$ cat src/rtl/dau_pkg.sv
package dau_pkg;
  typedef enum logic [1:0] {
    SZ_BYTE  = 2'b00,
    SZ_HALF  = 2'b01,
    SZ_WORD  = 2'b10,
    SZ_BURST = 2'b11
  } size_e;

  typedef enum logic [1:0] {
    ORD_BIG    = 2'b00,
    ORD_TRUELE = 2'b01,
    ORD_MUNGED = 2'b10,
    ORD_RSVD   = 2'b11
  } order_e;

  typedef enum logic [1:0] {
    ST_IDLE = 2'b00,
    ST_BEAT = 2'b01,
    ST_RESP = 2'b10
  } state_e;

  typedef struct packed {
    logic [2:0] fc;
    order_e     order;
  } chan_cfg_t;

  localparam int BURST_BEATS = 4;
endpackage

$ cat src/rtl/dau_chan_cfg.sv
module dau_chan_cfg
  import dau_pkg::*;
#(
  parameter int NCH = 16,
  localparam int CW = $clog2(NCH)
) (
  input  logic          clk,
  input  logic          rst_n,
  input  logic          wr_en,
  input  logic [CW-1:0] wr_chan,
  input  logic [2:0]    wr_fc,
  input  logic [1:0]    wr_order,
  input  logic [CW-1:0] rd_chan,
  output chan_cfg_t     rd_cfg
);
  chan_cfg_t slots [NCH];

  for (genvar g = 0; g < NCH; g++) begin : g_slot
    always_ff @(posedge clk or negedge rst_n) begin
      if (!rst_n) begin
        slots[g] <= '{fc: 3'd0, order: ORD_BIG};
      end else if (wr_en && wr_chan == CW'(g)) begin
        slots[g] <= '{fc: wr_fc, order: order_e'(wr_order)};
      end
    end
  end

  assign rd_cfg = slots[rd_chan];
endmodule

$ cat src/rtl/dau_byte_rev.sv
module dau_byte_rev
  import dau_pkg::*;
#(
  parameter int DW = 32,
  localparam int NB = DW / 8
) (
  input  logic          en,
  input  logic [1:0]    size,
  input  logic [DW-1:0] din,
  output logic [DW-1:0] dout
);
  always_comb begin
    dout = din;
    if (en) begin
      unique case (size_e'(size))
        SZ_BYTE: dout = din;
        SZ_HALF: begin
          dout[7:0]  = din[15:8];
          dout[15:8] = din[7:0];
        end
        default: begin
          for (int i = 0; i < NB; i++) dout[8*i +: 8] = din[8*(NB-1-i) +: 8];
        end
      endcase
    end
  end
endmodule

$ cat src/rtl/dau_err_status.sv
module dau_err_status #(
  parameter int AW = 32
) (
  input  logic          clk,
  input  logic          rst_n,
  input  logic          err_evt,
  input  logic [AW-1:0] err_evt_addr,
  input  logic          err_clr,
  input  logic          reset_cmd,
  input  logic          irq_mask,
  output logic          err_flag,
  output logic [AW-1:0] err_addr,
  output logic          halted,
  output logic          irq
);
  always_ff @(posedge clk or negedge rst_n) begin
    if (!rst_n) begin
      err_flag <= 1'b0;
      err_addr <= '0;
      halted   <= 1'b0;
    end else begin
      if (err_evt) begin
        err_flag <= 1'b1;
        err_addr <= err_evt_addr;
        halted   <= 1'b1;
      end else begin
        if (err_clr)   err_flag <= 1'b0;
        if (reset_cmd) halted   <= 1'b0;
      end
    end
  end

  assign irq = err_flag & irq_mask;
endmodule

$ cat src/rtl/dma_access_unit.sv
module dma_access_unit
  import dau_pkg::*;
#(
  parameter int NCH = 16,
  parameter int AW  = 32,
  parameter int DW  = 32,
  localparam int CW = $clog2(NCH),
  localparam int BW = $clog2(BURST_BEATS)
) (
  input  logic          clk,
  input  logic          rst_n,
  input  logic          cfg_we,
  input  logic [CW-1:0] cfg_chan,
  input  logic [2:0]    cfg_fc,
  input  logic [1:0]    cfg_order,
  input  logic          req_valid,
  output logic          req_ready,
  input  logic [CW-1:0] req_chan,
  input  logic [AW-1:0] req_addr,
  input  logic [1:0]    req_size,
  input  logic          req_write,
  input  logic [DW-1:0] req_wdata,
  output logic          rsp_valid,
  input  logic          rsp_ready,
  output logic [DW-1:0] rsp_data,
  output logic          rsp_last,
  output logic          rsp_err,
  output logic          bus_valid,
  input  logic          bus_ready,
  input  logic          bus_err,
  output logic [AW-1:0] bus_addr,
  output logic [2:0]    bus_fc,
  output logic          bus_write,
  output logic [1:0]    bus_size,
  output logic [DW-1:0] bus_wdata,
  input  logic [DW-1:0] bus_rdata,
  input  logic          err_clr,
  input  logic          reset_cmd,
  input  logic          irq_mask,
  output logic          err_flag,
  output logic [AW-1:0] err_addr,
  output logic          irq,
  output logic          halted
);
  state_e        st;
  chan_cfg_t     sel_cfg, cur_cfg;
  logic [AW-1:0] cur_addr;
  size_e         cur_size;
  logic          cur_we;
  logic [DW-1:0] cur_wdata;
  logic [BW-1:0] beat;
  logic [DW-1:0] rsp_data_q;
  logic          rsp_last_q, rsp_err_q;
  logic [AW-1:0] beat_addr;
  logic [2:0]    munge_k;
  logic          swap_en, last_beat, err_evt;
  logic [DW-1:0] rd_ordered;

  dau_chan_cfg #(.NCH(NCH)) u_cfg (
    .clk(clk), .rst_n(rst_n), .wr_en(cfg_we), .wr_chan(cfg_chan),
    .wr_fc(cfg_fc), .wr_order(cfg_order), .rd_chan(req_chan), .rd_cfg(sel_cfg)
  );

  assign swap_en   = (cur_cfg.order == ORD_TRUELE);
  assign last_beat = (cur_size != SZ_BURST) || (beat == BW'(BURST_BEATS - 1));
  assign beat_addr = cur_addr + {{(AW-BW-2){1'b0}}, beat, 2'b00};

  always_comb begin
    unique case (cur_size)
      SZ_BYTE: munge_k = 3'b111;
      SZ_HALF: munge_k = 3'b110;
      default: munge_k = 3'b100;
    endcase
  end

  assign bus_addr  = (cur_cfg.order == ORD_MUNGED) ?
                     (beat_addr ^ {{(AW-3){1'b0}}, munge_k}) : beat_addr;
  assign bus_valid = (st == ST_BEAT);
  assign bus_fc    = cur_cfg.fc;
  assign bus_write = cur_we;
  assign bus_size  = (cur_size == SZ_BURST) ? SZ_WORD : cur_size;

  dau_byte_rev #(.DW(DW)) u_wr_rev (
    .en(swap_en), .size(cur_size), .din(cur_wdata), .dout(bus_wdata)
  );
  dau_byte_rev #(.DW(DW)) u_rd_rev (
    .en(swap_en), .size(cur_size), .din(bus_rdata), .dout(rd_ordered)
  );

  assign err_evt   = (st == ST_BEAT) && bus_err;
  assign req_ready = (st == ST_IDLE) && !halted;
  assign rsp_valid = (st == ST_RESP);
  assign rsp_data  = rsp_data_q;
  assign rsp_last  = rsp_last_q;
  assign rsp_err   = rsp_err_q;

  always_ff @(posedge clk or negedge rst_n) begin
    if (!rst_n) begin
      st         <= ST_IDLE;
      cur_cfg    <= '{fc: 3'd0, order: ORD_BIG};
      cur_addr   <= '0;
      cur_size   <= SZ_BYTE;
      cur_we     <= 1'b0;
      cur_wdata  <= '0;
      beat       <= '0;
      rsp_data_q <= '0;
      rsp_last_q <= 1'b0;
      rsp_err_q  <= 1'b0;
    end else begin
      unique case (st)
        ST_IDLE: if (req_valid && req_ready) begin
          cur_cfg   <= sel_cfg;
          cur_addr  <= req_addr;
          cur_size  <= size_e'(req_size);
          cur_we    <= req_write;
          cur_wdata <= req_wdata;
          beat      <= '0;
          st        <= ST_BEAT;
        end
        ST_BEAT: if (bus_err) begin
          rsp_data_q <= '0;
          rsp_last_q <= 1'b1;
          rsp_err_q  <= 1'b1;
          st         <= ST_RESP;
        end else if (bus_ready) begin
          rsp_data_q <= cur_we ? '0 : rd_ordered;
          rsp_last_q <= last_beat;
          rsp_err_q  <= 1'b0;
          st         <= ST_RESP;
        end
        ST_RESP: if (rsp_ready) begin
          if (rsp_last_q || rsp_err_q) begin
            st <= ST_IDLE;
          end else begin
            beat <= beat + 1'b1;
            st   <= ST_BEAT;
          end
        end
        default: st <= ST_IDLE;
      endcase
    end
  end

  dau_err_status #(.AW(AW)) u_err (
    .clk(clk), .rst_n(rst_n), .err_evt(err_evt), .err_evt_addr(bus_addr),
    .err_clr(err_clr), .reset_cmd(reset_cmd), .irq_mask(irq_mask),
    .err_flag(err_flag), .err_addr(err_addr), .halted(halted), .irq(irq)
  );
endmodule

$ cat config.mk
export PLATFORM = sky130hd
export DESIGN_NAME = dma_access_unit
export DESIGN_NICKNAME = d
export VERILOG_FILES = /design/src/rtl/dau_pkg.sv /design/src/rtl/dau_chan_cfg.sv /design/src/rtl/dau_byte_rev.sv /design/src/rtl/dau_err_status.sv /design/src/rtl/dma_access_unit.sv
export SDC_FILE = /design/constraint.sdc
export NUM_CORES = 1
export LEC_CHECK = 0
export CAP_MARGIN = 25
export CORE_MARGIN = 4
export CORE_UTILIZATION = 45
export DETAILED_ROUTE_END_ITERATION = 10
export GPL_TIMING_DRIVEN = 0
export PLACE_DENSITY = 0.77
export SYNTH_ARGS = -nofsm -noshare
export SYNTH_HDL_FRONTEND = slang
export SYNTH_SLANG_ARGS = --single-unit
export TNS_END_PERCENT = 5
$ cat constraint.sdc
create_clock -name clk -period 2.9 [get_ports clk]
set_clock_uncertainty 0.15 [all_clocks]
set_input_delay 0.58 -clock clk [delete_from_list [all_inputs] [get_ports clk]]
set_output_delay 0.58 -clock clk [all_outputs]
set_load 0.05 [all_outputs]
==> results of run 1 <==
-- cell families after synthesis --
| kind of cell | count (synthesis) |
|---|---|
| fa+ha+maj | 4 |
| buf+inv | 123 |
| flops | 224 |
| xor+xnor | 16 |
| compound gates | 118 |
| simple gates | 449 |
| mux | 139 |
-- state kept, by name, indices dropped and copies added, names as in the netlist, 2 cells and up --
signal and cells:
u_cfg.slots 80, cur_addr 32, cur_wdata 32, rsp_data 32, u_err.err_addr 32, bus_fc 3, beat 2, cur_cfg 2
cur_size 2, st 2
-- power by group --
group	total (mW)	internal (mW)	leakage, nW	switching, mW
Combinational	9.86	3.49	3.72	6.36
Clock	2.93	1.70	0.368	1.23
Sequential	5.37	4.33	2.78	1.04
-- per-layer routing --
| metal | wire (um) | up-vias | track usage, % |
|---|---|---|---|
| li1 | - | 4264 | - |
| met3 | 2480 | 88 | 3.96 |
| met2 | 17000 | 427 | 42.6 |
| met5 | 11 | - | 0 |
| met1 | 13600 | 4623 | 32.2 |
| met4 | 1320 | 2 | 9.00 |
-- area by class of cell --
type | count | area [um2]
fill | 1911 | 8530
sequential | 224 | 5620
multi-input combinational | 726 | 5030
timing repair buffer | 268 | 2700
clock buffer | 37 | 721
buffer | 90 | 561
tap | 319 | 399
inverter | 28 | 105
clock inverter | 4 | 20.0
antenna | 2 | 5.00
-- synthesized netlist by cell type (all sizes together) --
cell | count | area, um2
fa | 1 | 20.0
or4 | 7 | 67.6
nand4 | 6 | 58.8
nand3b | 5 | 37.5
nand4b | 2 | 17.5
inv | 28 | 105
o21ai | 36 | 180
ha | 3 | 37.5
nor4 | 5 | 31.3
mux2i | 20 | 200
nand2 | 318 | 1190
buf | 37 | 272
and2 | 5 | 31.3
o21a | 2 | 15.0
nor4b | 1 | 8.76
nand2b | 5 | 31.3
nand3 | 13 | 65.1
a31oi | 16 | 100
or3 | 13 | 82.6
and3 | 4 | 25.0
nor3 | 9 | 45.0
dfrtp | 224 | 5610
xnor2 | 11 | 96.3
a21oi | 1 | 5.00
a222oi | 16 | 160
nor3b | 1 | 7.51
o22ai | 16 | 100
mux4 | 21 | 473
nor2b | 3 | 18.8
o41ai | 2 | 17.5
and4 | 2 | 18.8
a311o | 1 | 10.0
nor2 | 49 | 184
a31o | 1 | 8.76
and2b | 1 | 7.51
a221o | 4 | 40.0
xor2 | 5 | 43.8
clkbuf | 58 | 219
mux2 | 98 | 1100
a21o | 2 | 15.0
o31ai | 21 | 158
-- repair_timing --
action / in CTS / in global routing
gates cloned: 1 / 0
hold buffers: 1 / 0
hold endpoints to repair: 2 / 0
buffers inserted: 6 / 0
endpoints found under the setup margin: 67 / 65
resized for setup: 280 / 71
pin swaps: 13 / 10
-- final timing paths --
| check | end | cells past startpoint |
|---|---|---|
| max | bus_addr[28] | 10 |
| min | rsp_data[24] | 2 |
| max reg2reg | u_err.err_addr[9] | 5 |
| min reg2reg | rsp_data[24] | 2 |
| max in group asynchronous | rsp_data[28] | 3 |
| min in group asynchronous | u_cfg.slots[13] | 2 |
-- worst register-to-register path: stages, from the launching register on --
cell      delay (ns)
dfrtp_1         0.42
and2b_1         0.27
and2_1          0.13
clkbuf_1        0.52
clkbuf_1        0.61
mux2_2          0.42
-- stage by stage --
step	hold WS, ns	cells	setup TNS [ns]	power [mW]	setup WS [ns]
finish	0.326	1698	-15.41	18.2	-0.717
global route	0.360	1697	-20.27	19.1	-0.800
detailed placement	0.316	1652	-47.41	15.0	-1.11
global placement	0.308	1651	-1932.00	14.8	-8.44
floorplan	0.134	1073	-3.16	11.6	-0.155
CTS	0.328	1696	-24.21	18.0	-0.868
==> key figures, run 1 <==
Synth
  – Mean Syn Cell Area: 10.2 um2
  – Adder-Cell Fraction of Synth Area: 0.527%
  – Yosys cell types: 51
  – Sequential share of the synthesized area: 51.3%
  – Yosys reg bits: 224
  – Compound-Gate Fraction of Synth Area: 7.42%
  – Main combinational cell family by area after synthesis: simple AND/OR/NAND/NOR gates
  – Mux cell area share after synthesis: 16.3%
  – Simple-gate area share of the yosys netlist: 17.7%
  – Syn nets: 1199
  – Post-Syn Instances: 1073
  – Mapped cell area: 10900 um2
  – Synth warn: 0
  – Synth Area in XOR/XNOR: 1.28%

Final layout
  – Most frequent cells in the layout: nand2_1 (310), dfrtp_1 (215), clkdlybuf4s50_1 (193)
  – Fraction of layout cells with a size suffix above 1: 23.4%
  – Area delta synth->final: 38.8%
  – Final core occ: 64.0%
  – Commonest non-fill, non-tap cell in the layout: nand2_1
  – Final Instance Area: 15200 um2
  – Fin nets: 1489

Floorplanning
  – Die H: 164 um
  – Initial Util: 46.1%
  – Rows: 56
  – Die area: 26800 um2
  – # IOs: 264
  – Chip width: 164 um
  – Core box area: 23700 um2

Routing
  – DRC Markers: 0
  – Initial DRC count: 784
  – Final ANT Viol Nets: 0
  – Vias: 9404
  – Routed WL: 34400 um
  – DRT Pass-1 Iters: 8
  – Drt via density: 5.54
  – Drt wl/cell: 20.3 um

Worst setup path
  – Crit path DAT: 2.89 ns
  – Critical Path RT: 2.17 ns
  – Slowest stage delay, CP: 0.50 ns
  – CP delay by family, top: simple AND/OR/NAND/NOR gates
  – Critical Path End Type: primary output
  – Critical Path Slowest Stage Cell: or4_4
  – Crit-path cells: ha_2, inv_2, fa_2, nand2b_4, or4_4, clkbuf_8, o31ai_4, nand2_2, buf_8, buf_8
  – Crit-path max FO: 6
  – Worst R2R Setup Slack: 0.26 ns
  – Buffers and inverters on the worst path: 4
  – Kind of critical path: flip-flop to primary output
  – Crit path launch type: flip-flop
  – Worst flop-to-flop path startpoint: st[1]
  – Top cell by count, worst path: buf_8
  – Crit path launch: cur_addr[2]

STA
  – Minimum clock period: 3.62 ns
  – Worst Tran Pin Value: 0.821 ns
  – Slew Viols, Final: 0
  – Final hold vios: 0
  – RSZ-0062 raised after global routing: true
  – Fmax: 0.276 GHz
  – Crit share post-route: 125%
  – Relative slew margins: 44.8%
  – Setup-failing EPs final: 45
  – Final worst setup slack: -0.717 ns

Min path
  – Hold Crit Class: flip-flop to flip-flop
  – Hold Crit Start: rsp_data[24]

Power and ir drop
  – Leak: 6.87 nW
  – Pwr per Cell Area: 1200 nW/um2
  – Maximum vdd ir drop: 0.000661 V

Clock network
  – CTS buffer count: 25
  – Worst skew pair latency: 0.51 ns
  – CTS tree: built
  – CTS H-tree lvls: 1
  – CTS Sinks: 224
  – Root buffer cell: clkbuf_16
  – Reg clk slew, reported paths: 0.06 ns
  – Clock buffer depth: 3

Placed design
  – Post-DP Area: 14000 um2
  – Post-DP HPWL: 24700 um
  – Gpl congestion: 0.924
  – PortBufs: 259

Job
  – Max Cap Viol: 0

Global routing
  – First-pass GRT wire length: 52700 um
  – Total gr overflow: 0
  – Initial antenna violation count: 2
  – Vias in the first global route: 9459
  – Largest net degree at the start of global routing: 121
  – Gr usage total: 24.9%

Status
  – Status: finished with violations
  – Violated checks: negative setup slack
No activity file was read; power rests on OpenSTA's default activity.
==> run 2, diff against run 1 <==
- CAP_MARGIN: 25 -> 20
==> results of run 2 <==
No change in the layout: final DEF, timing and power equal those of run 1.
